File: src/rtl/econ_pkg.sv
package econ_pkg;
    typedef enum logic [1:0] {
        RATE_FULL  = 2'b00,
        RATE_SLOW  = 2'b01,
        RATE_CRAWL = 2'b10
    } rate_e;

    localparam logic [1:0] CODE_RSV = 2'b11;
endpackage

File: src/rtl/econ_swb_detect.sv
module econ_swb_detect (
    input  logic clk,
    input  logic rst_n,
    input  logic swb_en,
    input  logic rx_en,
    input  logic rxd,
    input  logic tx_wr,
    input  logic irq_ack,
    output logic fire
);
    logic rxd_q;
    logic start_edge;

    always_ff @(posedge clk or negedge rst_n) begin
        if (!rst_n) rxd_q <= 1'b1;
        else        rxd_q <= rxd;
    end

    assign start_edge = rx_en & rxd_q & ~rxd;
    assign fire       = swb_en & (start_edge | tx_wr | irq_ack);
endmodule

File: src/rtl/econ_prescaler.sv
module econ_prescaler
    import econ_pkg::*;
#(
    parameter int DIV_SLOW  = 64,
    parameter int DIV_CRAWL = 1024
) (
    input  logic       clk,
    input  logic       rst_n,
    input  rate_e      rate,
    input  logic       restart,
    output logic [1:0] phase,
    output logic       step,
    output logic       mc_end
);
    localparam int CNT_W = $clog2(DIV_CRAWL / 4);
    localparam logic [CNT_W-1:0] LIM_SLOW  = CNT_W'(DIV_SLOW / 4 - 1);
    localparam logic [CNT_W-1:0] LIM_CRAWL = CNT_W'(DIV_CRAWL / 4 - 1);

    logic [CNT_W-1:0] cnt_q;
    logic [CNT_W-1:0] lim;
    logic [1:0]       phase_q;

    always_comb begin
        unique case (rate)
            RATE_SLOW:  lim = LIM_SLOW;
            RATE_CRAWL: lim = LIM_CRAWL;
            default:    lim = '0;
        endcase
    end

    assign step   = (cnt_q == lim);
    assign mc_end = step & (phase_q == 2'd3);
    assign phase  = phase_q;

    always_ff @(posedge clk or negedge rst_n) begin
        if (!rst_n) begin
            cnt_q   <= '0;
            phase_q <= 2'd0;
        end else begin
            if (step || restart) cnt_q <= '0;
            else                 cnt_q <= cnt_q + 1'b1;
            if (step)            phase_q <= phase_q + 2'd1;
        end
    end
endmodule

File: src/rtl/econ_rate_fsm.sv
module econ_rate_fsm
    import econ_pkg::*;
(
    input  logic       clk,
    input  logic       rst_n,
    input  logic [1:0] div_code,
    input  logic       div_wr,
    input  logic       swb_en,
    input  logic       ser_busy,
    input  logic       fire,
    input  logic       mc_end,
    output rate_e      rate
);
    rate_e rate_q, rate_n;
    rate_e pend_q, pend_n;
    logic  pend_v_q, pend_v_n;
    rate_e req;
    logic  legal;
    logic  accept;

    always_comb begin
        unique case (div_code)
            2'b01:   req = RATE_SLOW;
            2'b10:   req = RATE_CRAWL;
            default: req = RATE_FULL;
        endcase
    end

    // Next-state: boundary transitions first, then switchback override
    always_comb begin
        rate_n   = rate_q;
        pend_n   = pend_q;
        pend_v_n = pend_v_q;
        unique case (rate_q)
            RATE_FULL: begin
                if (mc_end && pend_v_q) begin
                    rate_n   = pend_q;
                    pend_v_n = 1'b0;
                end
            end
            RATE_SLOW, RATE_CRAWL: begin
                if (mc_end && pend_v_q) begin
                    rate_n   = pend_q;
                    pend_v_n = 1'b0;
                end
            end
            default: rate_n = RATE_FULL;
        endcase
        legal  = (req == RATE_FULL) || (rate_n == RATE_FULL) || (req == rate_n);
        accept = div_wr && (div_code != CODE_RSV) && legal && !(swb_en && ser_busy);
        if (fire) begin
            rate_n   = RATE_FULL;
            pend_v_n = 1'b0;
        end else if (accept) begin
            pend_n   = req;
            pend_v_n = 1'b1;
        end
    end

    always_ff @(posedge clk or negedge rst_n) begin
        if (!rst_n) begin
            rate_q   <= RATE_FULL;
            pend_q   <= RATE_FULL;
            pend_v_q <= 1'b0;
        end else begin
            rate_q   <= rate_n;
            pend_q   <= pend_n;
            pend_v_q <= pend_v_n;
        end
    end

    always_comb rate = rate_q;
endmodule

File: src/rtl/econ_clk_ctrl.sv
module econ_clk_ctrl
    import econ_pkg::*;
#(
    parameter int DIV_SLOW  = 64,
    parameter int DIV_CRAWL = 1024
) (
    input  logic       clk,
    input  logic       rst_n,
    input  logic [1:0] div_code,
    input  logic       div_wr,
    input  logic       swb_en,
    input  logic       rx_en,
    input  logic       rxd,
    input  logic       tx_wr,
    input  logic       irq_ack,
    input  logic       ser_busy,
    output logic [1:0] rate_sel,
    output logic [1:0] phase,
    output logic       state_tick,
    output logic       mc_tick
);
    logic  fire;
    logic  mc_end;
    rate_e rate;

    econ_swb_detect u_swb (
        .clk     (clk),
        .rst_n   (rst_n),
        .swb_en  (swb_en),
        .rx_en   (rx_en),
        .rxd     (rxd),
        .tx_wr   (tx_wr),
        .irq_ack (irq_ack),
        .fire    (fire)
    );

    econ_rate_fsm u_fsm (
        .clk      (clk),
        .rst_n    (rst_n),
        .div_code (div_code),
        .div_wr   (div_wr),
        .swb_en   (swb_en),
        .ser_busy (ser_busy),
        .fire     (fire),
        .mc_end   (mc_end),
        .rate     (rate)
    );

    econ_prescaler #(
        .DIV_SLOW  (DIV_SLOW),
        .DIV_CRAWL (DIV_CRAWL)
    ) u_pre (
        .clk     (clk),
        .rst_n   (rst_n),
        .rate    (rate),
        .restart (fire),
        .phase   (phase),
        .step    (state_tick),
        .mc_end  (mc_end)
    );

    assign rate_sel = rate;
    assign mc_tick  = mc_end;
endmodule

File: config.mk
export PLATFORM = sky130hd
export DESIGN_NAME = econ_clk_ctrl
export DESIGN_NICKNAME = d
export VERILOG_FILES = /design/src/rtl/econ_pkg.sv /design/src/rtl/econ_swb_detect.sv /design/src/rtl/econ_prescaler.sv /design/src/rtl/econ_rate_fsm.sv /design/src/rtl/econ_clk_ctrl.sv
export SDC_FILE = /design/constraint.sdc
export NUM_CORES = 1
export LEC_CHECK = 0
export ABC_AREA = 1
export CAP_MARGIN = 20
export CORE_MARGIN = 2
export CORE_UTILIZATION = 45
export DETAILED_ROUTE_END_ITERATION = 8
export PLACE_DENSITY = 0.69
export SLEW_MARGIN = 20
export SYNTH_ARGS = -nofsm -noshare
export SYNTH_HDL_FRONTEND = slang
export SYNTH_SLANG_ARGS = --single-unit
File: constraint.sdc
create_clock -name clk -period 2.6 [get_ports clk]
set_input_delay 0.26 -clock clk [delete_from_list [all_inputs] [get_ports clk]]
set_output_delay 0.26 -clock clk [all_outputs]
set_load 0.01 [all_outputs]
# Word-level counts from Yosys, hierarchy flattened
# Cells that the tools add are included.
# classes
addsub	2
n_eq_ne	8
muxes	10
n_bitwise	8
n_reduce_logical	17
# ops
operator	n
$pmux W8 S2	1
$add A8 B1 Y8 const B	1
$eq A8 B8 Y1	1
$mux W8	1
$eq A2 B2 Y1 const B	3
$logic_not A2 Y1	3
$mux W2	3
$reduce_bool A3 Y1	2
$logic_and A1 B1 Y1	5
$and A1 B1 Y1	4
$eq A2 B1 Y1 const B	2
$mux W1	4
$pmux W2 S2	1
$reduce_and A2 Y1	2
$logic_or A1 B1 Y1	3
$reduce_or A3 Y1	1
$add A2 B1 Y2 const B	1
$eq A2 B2 Y1	1
$ne A2 B2 Y1 const B	1
$not A1 Y1	2
$or A1 B1 Y1	2
$logic_not A1 Y1	1
# word_totals
regBits	16
inputBits	11
output_inout_bits	6

# Longest topological paths before layout
# Gate-level depths: netlist of the first run.
# depth
ltp_word	14
mapped_depth	18

# Modules after synthesis
# From an unflattened synthesis of the first run, not the netlist that was laid out.
# hier_totals
hier_cells	135
hier_area_um2	1047.3
# modules_own_cells
mod	instances	cells_per_inst	area_per_inst_um2
econ_prescaler	1	78	613.1
econ_rate_fsm	1	51	386.6
econ_swb_detect	1	6	47.5

# Worst setup path after synthesis of the first run
# No wires, ideal clock.
# synth_timing
kind	reg2reg
startpoint	register u_fsm.rate_q[0], in the netlist u_fsm.rate[0]
endpoint	register u_fsm.pend_q[1]
setup_ns	0.116
t_arrival_ns	1.801
required_ns	2.484
path_slack_ns	0.682
path_stages_with_launch	18
synth_period_minus_slack_ns	1.918
path_cell_list	dfrtp_1 inv_1 ha_1 inv_1 nor2_1 nand3_2 nand2_4 nand2_4 nor2_8 nand3b_2 nand3_2 nand2_1 nand2_1 nand2_2 nand2_2 nand2_2 nand2_1 nand2_1
# synth_between
elab_chain_len	13
word_cells_on_any_way	17
# synth_lines
element	line_no	rtl
from (decl)	econ_rate_fsm.sv:14	rate_e rate_q, rate_n;
from (signal assigned)	econ_rate_fsm.sv:66	rate_q <= rate_n;
$eq A2 B2 Y1 or $eq A2 B1 Y1 (tied branches)	econ_prescaler.sv:24	unique case (rate)
$pmux W8 S2 *	econ_prescaler.sv:24	
$eq A8 B8 Y1 *	econ_prescaler.sv:31	assign step = (cnt_q == lim);
$and A1 B1 Y1 *	econ_prescaler.sv:32	assign mc_end = step & (phase_q == 2'd3);
net mc_tick	econ_clk_ctrl.sv:20	output logic mc_tick
$logic_and A1 B1 Y1 *	econ_rate_fsm.sv:36, econ_rate_fsm.sv:42	
$mux W2 *	econ_rate_fsm.sv:36, econ_rate_fsm.sv:42	
$mux W2 *	--	
$logic_not A2 Y1	econ_rate_fsm.sv:49	legal = (req == RATE_FULL) || (rate_n == RATE_FULL) || (req == rate_n);
$logic_or A1 B1 Y1	econ_rate_fsm.sv:49	
$logic_or A1 B1 Y1 *	econ_rate_fsm.sv:49	
$logic_and A1 B1 Y1 * (2 in series)	econ_rate_fsm.sv:50	accept = div_wr && (div_code != CODE_RSV) && legal && !(swb_en && ser_busy);
$reduce_and A2 Y1 (no line) *	--	
to (signal assigned)	econ_rate_fsm.sv:67	pend_q <= pend_n;
to (decl)	econ_rate_fsm.sv:15	rate_e pend_q, pend_n;
# The timed path passes the listed nets; every way through them passes the cells marked *.
# A chain may end at the register's enable or synchronous reset.

# Worst setup path in the final report of the first run
# layout_timing
startpoint	register u_fsm.rate_q[0], in the netlist u_fsm.rate[0]
endpoint	output port mc_tick
# layout_between
elab_chain_len	4
word_cells_on_any_way	5
# layout_lines
element	line_no
$eq A2 B2 Y1 or $eq A2 B1 Y1 (tied branches)	econ_prescaler.sv:24
$pmux W8 S2 *	econ_prescaler.sv:24
$eq A8 B8 Y1 *	econ_prescaler.sv:31
$and A1 B1 Y1 *	econ_prescaler.sv:32
to (decl)	econ_clk_ctrl.sv:20
# Mark *: on every way between the ends. The rest lies on a longest branch, timed or not.

==> impl_metrics.env, run 1 <==
export IMPL_power_density_nw_per_um2=827.1
export IMPL_finalCritPeriodShare_pct=91.07
export IMPL_rsz0062_at_grt="false"
export IMPL_status="complete, no violations"
export IMPL_ir_drop_mv=0.5137
export IMPL_drt_iter0_drc=4
export IMPL_tns_ns=0
export IMPL_startpoint_type="flop"
export IMPL_synthToLayoutAreaGrowth_pct=21.64
export IMPL_grt_overflow=0
export IMPL_clock_root_buffer="clkbuf_4"
export IMPL_via_per_inst=4.702
export IMPL_multi_input_area_um2=550.5
export IMPL_htreeDepth=1
export IMPL_cp_top_family="buffers and inverters"
export IMPL_hold_viol=0
export IMPL_grt_pass1_vias=786
export IMPL_cts_resized=0
export IMPL_drive_gt1_share_pct=16.43
export IMPL_detail_route_wl_per_cell_um=10.43
export IMPL_diodes=0
export IMPL_clkTransAtPathRegs_ns=0.09
export IMPL_synth_commonest_cells="nand2_1 (25), inv_1 (19), dfrtp_1 (15), nor2_1 (15)"
export IMPL_dr_total_vias=790
export IMPL_synth_area_um2=1023
export IMPL_dr_pass1_iters=2
export IMPL_avgSynthCellArea_um2=8.529
export IMPL_ys_types=24
export IMPL_routabilityCongestion=0.7388
export IMPL_clock_sinks=16
export IMPL_cts_tree="yes"
export IMPL_arrival_ns=2.11
export IMPL_path_class="flop to output port"
export IMPL_synth_most_common_cell="nand2_1"
export IMPL_yosys_area_top_type="dfrtp_1"
export IMPL_timing_slew_headroom_pct=53.17
export IMPL_ys_flop_type="dfrtp_1"
export IMPL_tightest_slew_ns=0.7003
export IMPL_hpwlAfterDp_mm=1.483
export IMPL_cts_max_path_buffers=2
export IMPL_period_minus_slack_ns=2.368
export IMPL_max_freq_mhz=422.3
export IMPL_required_ns=2.34
export IMPL_clk_latency_ns=0.29
export IMPL_num_rows=17
export IMPL_path_cells="inv_1 -> ha_1 -> inv_1 -> nor2_1 -> nand3_2 -> nand2_4 -> nand2_4 -> nor2_8 -> clkdlybuf4s50_1"
export IMPL_die_area_um2=2672
export IMPL_cts_setup_buffers=0
export IMPL_place_inst=164
export IMPL_grt_max_degree=17
export IMPL_synth_top_area_share_pct=36.67
export IMPL_worst_path_max_delay_cell="clkdlybuf4s50_1"
export IMPL_final_nets=159
export IMPL_synthCells=120
export IMPL_synth_seq_area_share_pct=39.24
export IMPL_num_fill_cells=207
export IMPL_cts_hold_buf=0
export IMPL_power_leakage_nw=0.6105
export IMPL_ant_nets=0
export IMPL_finalSetupViolations=0
export IMPL_die_x_um=51.69
export IMPL_synth_top_cells_by_area="dfrtp_1 (37%), nand2_1 (9.2%), ha_1 (8.6%)"
export IMPL_skew_ns=0.001254
export IMPL_grt_pass1_wl_mm=3.036
export IMPL_seqCellArea_um2=401.6
export IMPL_antenna_found_initial=0
export IMPL_crit_buf_inv=3
export IMPL_slew_viol_final=0
export IMPL_io_pins=17
export IMPL_cts_buffers=3
export IMPL_yosysWarningCount=0
export IMPL_start_util_pct=46.72
export IMPL_synthArstFlopShare_pct=100.0
export IMPL_totalWireLength_mm=1.753
export IMPL_maxCapViolCount=0
export IMPL_synth_edff_count=0
export IMPL_layoutNonFillerInstCount=168
export IMPL_crit_path_max_incr_delay_ns=0.54
export IMPL_grt_usage_pct=15.36
export IMPL_syn_num_nets=138
export IMPL_fp_coreArea_um2=2191
export IMPL_port_buffers=16
export IMPL_drc=0
export IMPL_path_max_fanout=5
export IMPL_hp_class="input port to async pin"
export IMPL_cp_end_kind="output port"
export IMPL_die_y_um=51.69
export IMPL_ys_ff_latch=16
-- layout by cell type, fill, tap and decap left out, drive strengths merged --
cell type / count
nand2: 34
inv: 19
nor2: 17
clkdlybuf4s50: 16
dfrtp: 15
nand3: 10
ha: 7
clkbuf: 4
nor3: 3
xnor2: 2
a21oi: 2
xor2: 2
nand4: 2
o21ai: 1
and2: 1
a31o: 1
nor3b: 1
nand3b: 1
a2111oi: 1
dfstp: 1
-- routing by layer --
metal	up-vias	wire (µm)	GRT usage, %
li1	414	-	-
met1	360	765	16.24
met2	11	915	29.49
met3	5	30	1.724
met4	0	41	7.895
met5	-	0	0
-- path summary, 6_finish.rpt --
kind                            startpoint              end  slack (ns)  cells past startpoint
setup / recovery             u_fsm.rate[0]          mc_tick        0.23                      9
hold / removal                       rst_n   u_pre.cnt_q[5]        0.39                      1
setup reg to reg             u_fsm.rate[0]  u_fsm.pend_q[0]        0.58                     17
hold reg to reg            u_fsm.pend_q[0]  u_fsm.pend_q[0]        0.48                      2
max in group asynchronous            rst_n   u_fsm.pend_v_q        1.77                      1
min in group clk                       rxd      u_swb.rxd_q        0.41                      1
-- worst register-to-register path, delay by kind of cell (launching register included) --
family                   cells  cell delay [ns]
flip-flops                   1             0.39
AND/OR/NAND/NOR             14             1.14
adder cells (fa/ha/maj)      1             0.28
buffers and inverters        2             0.12
-- through the flow --
step           hold WS [ns]  power, mW  area, µm²  utilization, %  setup slack [ns]
5_1_grt              0.4142      1.120       1245           56.82           0.09080
3_3_place_gp         0.4582     0.8923       1219           55.63            0.5915
4_1_cts              0.4126      1.046       1245           56.82            0.1853
2_1_floorplan      -0.03559     0.7224       1023               -            0.6824
6_report             0.3874      1.030       1245           56.82            0.2321
3_5_place_dp         0.4675     0.9062       1219           55.63            0.5313
-- sequential cells by signal (all words and copies together), names as in the netlist --
name / count
u_pre.cnt_q: 8
u_fsm.pend_q: 2
u_fsm.rate: 2
u_pre.phase: 2
u_fsm.pend_v_q: 1
u_swb.rxd_q: 1
-- cells by family after synthesis --
| group | synth area share (%) |
|---|---|
| AO/OA/AOI/OAI | 5.012 |
| XOR/XNOR | 3.424 |
| adder cells (fa/ha/maj) | 8.557 |
| buffers and inverters | 6.968 |
| flip-flops | 39.24 |
| AND/OR/NAND/NOR | 36.80 |
-- final cells by class --
cell class	instances	area share (%)
inverters	19	5.729
multi-input cells	85	44.22
well taps	28	2.814
flip-flops and latches	16	32.26
clock buffers	4	2.111
repair buffers	16	12.86
-- power breakdown --
| part | internal, mW | switching, mW |
|---|---|---|
| Clock | 0.0596 | 0.0795 |
| Sequential | 0.299 | 0.0487 |
| Combinational | 0.242 | 0.301 |
Power figures use the tool's default switching activity.
==> inputs of run 2 (changes only) <==
--- a/config.mk
+++ b/config.mk
@@ -11,6 +11,7 @@
 export CORE_UTILIZATION = 45
 export DETAILED_ROUTE_END_ITERATION = 8
 export PLACE_DENSITY = 0.69
+export SKIP_CTS_REPAIR_TIMING = 1
 export SLEW_MARGIN = 20
 export SYNTH_ARGS = -nofsm -noshare
 export SYNTH_HDL_FRONTEND = slang
==> results of run 2 <==
No change in the layout: final DEF, timing and power equal those of run 1.
